**config.mk**
```make
export PLATFORM = sky130hd
export DESIGN_NAME = div3_clock_gen
export DESIGN_NICKNAME = d
export VERILOG_FILES = /design/src/rtl/div3_clock_gen.sv
export SDC_FILE = /design/constraint.sdc
export NUM_CORES = 1
export LEC_CHECK = 0
export BUFFER_PORTS_ARGS = -buffer_cell sky130_fd_sc_hd__clkbuf_2
export CORE_AREA = 4 4 41 43
export CTS_CLUSTER_SIZE = 24
export DETAILED_ROUTE_END_ITERATION = 8
export DIE_AREA = 0 0 45 47
export HOLD_SLACK_MARGIN = 0.12
export RECOVER_POWER = 25
export SETUP_SLACK_MARGIN = 0.5
export SLEW_MARGIN = 30
export SYNTH_ARGS = -nofsm -noshare
export SYNTH_HDL_FRONTEND = slang
export SYNTH_SLANG_ARGS = --single-unit
```
**constraint.sdc**
```tcl
create_clock -name ref_clk -period 2.9 [get_ports ref_clk]
set_clock_uncertainty 0.05 [all_clocks]
set_input_delay 0.58 -clock ref_clk [delete_from_list [all_inputs] [get_ports ref_clk]]
set_output_delay 0.58 -clock ref_clk [all_outputs]
set_load 0.02 [all_outputs]
```
**src/rtl/div3_clock_gen.sv**
```systemverilog
module div3_clock_gen #(
  parameter bit RESYNC = 1'b0
) (
  input  logic ref_clk,
  input  logic rst_n,
  input  logic sync_req,
  input  logic sel_ext,
  output logic cpu_clk,
  output logic per_clk,
  output logic src_is_ext
);

  localparam logic [1:0] LAST = 2'd2;

  logic [1:0] phase;
  logic       per_q;
  logic       src_q;
  logic       hold_eff;

  generate
    if (RESYNC) begin : g_resync
      logic s_rise;
      logic s_fall;
      always_ff @(posedge ref_clk) s_rise <= sync_req;
      always_ff @(negedge ref_clk) s_fall <= s_rise;
      assign hold_eff = s_fall;


      resync_lag_chk: assert property (@(posedge ref_clk) disable iff (!rst_n)
        hold_eff == $past(sync_req));
    end else begin : g_direct
      assign hold_eff = sync_req;
    end
  endgenerate

  wire restart = !rst_n || hold_eff;

  always_ff @(posedge ref_clk) begin
    if (restart) begin
      phase <= 2'd0;
      per_q <= 1'b1;
    end else begin
      phase <= (phase == LAST) ? 2'd0 : phase + 2'd1;
      if (phase == 2'd0) per_q <= ~per_q;
    end
    src_q <= rst_n ? sel_ext : 1'b0;
  end

  assign cpu_clk    = (phase == 2'd0);
  assign per_clk    = per_q;
  assign src_is_ext = src_q;


  reset_state_chk: assert property (@(posedge ref_clk)
    !rst_n |=> (cpu_clk && per_clk && !src_is_ext));


  high_one_cycle_chk: assert property (@(posedge ref_clk) disable iff (!rst_n)
    (cpu_clk && !hold_eff) |=> !cpu_clk);


  low_two_cycles_chk: assert property (@(posedge ref_clk) disable iff (!rst_n)
    (!cpu_clk && !$past(cpu_clk) && !hold_eff) |=> cpu_clk);


  per_still_chk: assert property (@(posedge ref_clk) disable iff (!rst_n)
    (!cpu_clk && !hold_eff) |=> $stable(per_clk));


  per_flip_chk: assert property (@(posedge ref_clk) disable iff (!rst_n)
    (cpu_clk && !hold_eff) |=> (per_clk != $past(per_clk)));


  hold_high_chk: assert property (@(posedge ref_clk) disable iff (!rst_n)
    hold_eff |=> (cpu_clk && per_clk));


  src_follow_chk: assert property (@(posedge ref_clk) disable iff (!rst_n)
    1'b1 |=> (src_is_ext == $past(sel_ext)));

endmodule

```
==> flow_summary.toml <==
[outcome]
status = "finished clean"

[logic_synthesis]
synth_fp_nets = 21
synth.avg_cell_area_um2 = 12.5
yosysSeqAreaShare = 0.457
synthesis.area_um2 = 175
synth-seq-cells = 4
synth_area_leaders = "dfxtp_1, ha_1, nor4b_2, and4bb_2, xnor2_1"
yosysWarningCount = 0
synth_top_area_share = 0.457
ys_types = 8
synth_top_area_cell = "dfxtp_1"
syn_inst = 14

[global_route]
grt_pass1_vias = 128
grt_pass1_wl_um = 510
grtUsageTotal = 0.0410
grt_overflow = 0
antenna_found_initial = 0
grt_max_degree = 5

[critical_path]
r2r-end = "phase[1]$_SDFF_PP0_"
critPathKind = "register to output port"
reg2reg_depth = 3
crit_end = "cpu_clk"
path_cells = "inv_1 -> ha_1 -> clkbuf_2"
slowest_delay_ps = 330
critPathArrivalTime_ps = 990
cpLargestDelayFamily = "flip-flops"
cp.required_ps = 2270
rr_startpoint = "phase[0]$_SDFF_PP0_"
path_buf_inv = 2
start_kind = "register"
slowest_stage = "dfxtp_1"
cp_max_fo = 3
timing.reg2reg.setup_slack_ps = 1830
crit_start = "phase[0]$_SDFF_PP0_"
cp-end-kind = "output port"
crit_cells = 3

[power]
p_leak_nw = 0.106
p_clk_frac = 0.463
p_per_area_nw_per_um2 = 595
ir_drop_v = 0.000150
p_sw_mw = 0.0328
pwr-share-seq = 0.412
pwr-share-comb = 0.124
switching_share = 0.225
p_int_mw = 0.113

[sta]
max_freq_mhz = 617
setup-violations-final = 0
grt_setup_unrepaired = "no"
post-route-min-period_ps = 1620
post-route-period-util = 0.559
relSlewSlack = 0.880
worst_slew_pin_slew_ps = 179
tns_ps = 0
slew_violations = 0
hold_viol = 0
worst_slack_ps = 1280

[die]
rows = 13
die-area_um2 = 2120
fp.dieW_um = 45
io_pins = 7
die_y_um = 47
core_area_um2 = 1300
initial_core_util = 0.135

[clock_tree]
h-tree-depth = 1
cts_setup_buffers = 0
cts_tree = "built"
clock_latency_ps = 230
holdBufCountCts = 0
cts_sinks = 4
cts_buffers = 3
ctsResizeCount = 0
clock_path_buffers = 2
root_buffer = "clkbuf_4"
path_clk_slew_ps = 40

[route]
top_layer = "met4"
wl_met3_um = 51
wl_met1_um = 164
vias = 132
wirelength_um = 317
via_per_inst = 3.47
drc = 0
drt-initial-drc-count = 0
dr.pass1.iters = 1
ant_nets = 0
post_drt_wl_per_cell_um = 8.34
dr_wl_met2_um = 97

[final_layout]
final_util = 0.188
fillers = 152
drive_gt1_frac = 0.435
fin_nets = 32
syn2layout_area_growth_pct = 40.0
final_cell_mix = "clkbuf_2, dfxtp_1, ha_1, clkbuf_4, inv_1"
diodes = 0
final_common_cell = "clkbuf_2"
finalNonFillerCells = 38

[placement]
hpwl_um = 264
gp_congestion = 0.638
portBuffers = 6
pre_cts_slack_ps = 1520
placed_cells = 35

[flow_run]
drv_cap = 0

[worst_hold_path]
hold_class = "register to register"
-- metrics by stage --
| step | total power, mW | area (um^2) | hold slack [ps] |
|---|---|---|---|
| final | 0.146 | 245 | 383 |
| after global routing | 0.156 | 245 | 399 |
| after CTS | 0.151 | 246 | 389 |
| after detailed placement | 0.0799 | 224 | 380 |
| after global placement | 0.0796 | 224 | 373 |
| after floorplan | 0.0731 | 175 | 363 |
-- synth_stat cells, drive strengths merged --
cell type  instances
ha                 3
nor4b              1
and2               1
and4bb             1
dfxtp              4
xnor2              1
inv                2
nand3b             1
-- state kept, by name, summed over array words and instances (netlist names) --
register / cells
per_clk: 1
src_is_ext: 1
phase: 2
-- layer usage --
layer,vias to the layer above,GRT usage
met3,2,0.0613
met5,-,0
met1,59,0.0408
li1,64,-
met2,7,0.0339
met4,0,0.0351
-- kinds of logic (layout without fill, tap and decap cells) --
kind of cell,after synthesis,count (layout),synth area share
fa+ha+maj,3,3,0.214
buf+inv,2,11,0.0429
xor+xnor,1,1,0.0500
flops,4,4,0.457
simple gates,4,4,0.236
-- worst min path at each step --
stage,start,end,cells after the start
detailed placement,phase[0]$_SDFF_PP0_,phase[0]$_SDFF_PP0_,1
floorplan,phase[0]$_SDFF_PP0_,phase[0]$_SDFF_PP0_,1
global placement,phase[0]$_SDFF_PP0_,phase[0]$_SDFF_PP0_,1
CTS,phase[0]$_SDFF_PP0_,phase[0]$_SDFF_PP0_,1
finish,phase[0]$_SDFF_PP0_,phase[0]$_SDFF_PP0_,1
global route,phase[0]$_SDFF_PP0_,phase[0]$_SDFF_PP0_,1
-- power by group through the flow --
stage          clock, mW  combinational [mW]  sequential, mW
2_1_floorplan          0             0.00990          0.0632
3_3_place_gp           0              0.0186          0.0610
3_5_place_dp           0              0.0188          0.0611
4_1_cts           0.0716              0.0188          0.0603
5_1_grt           0.0758              0.0201          0.0605
6_report          0.0676              0.0182          0.0602
-- final cells by class --
class / count / area, um^2 / share of cell area
multi-input combinational: 8 / 87.6 / 0.357
sequential: 4 / 80.1 / 0.327
timing repair buffer: 6 / 28.8 / 0.117
clock buffer: 3 / 22.5 / 0.0918
tap: 15 / 18.8 / 0.0765
inverter: 2 / 7.51 / 0.0306
-- worst register-to-register path: cells and delay by family, from the launching register on --
| family | cells | cell delay, ps |
|---|---|---|
| fa+ha+maj | 1 | 290 |
| flops | 1 | 330 |
| buf+inv | 1 | 80 |
| simple gates | 1 | 210 |
Power figures use the tool's default switching activity.
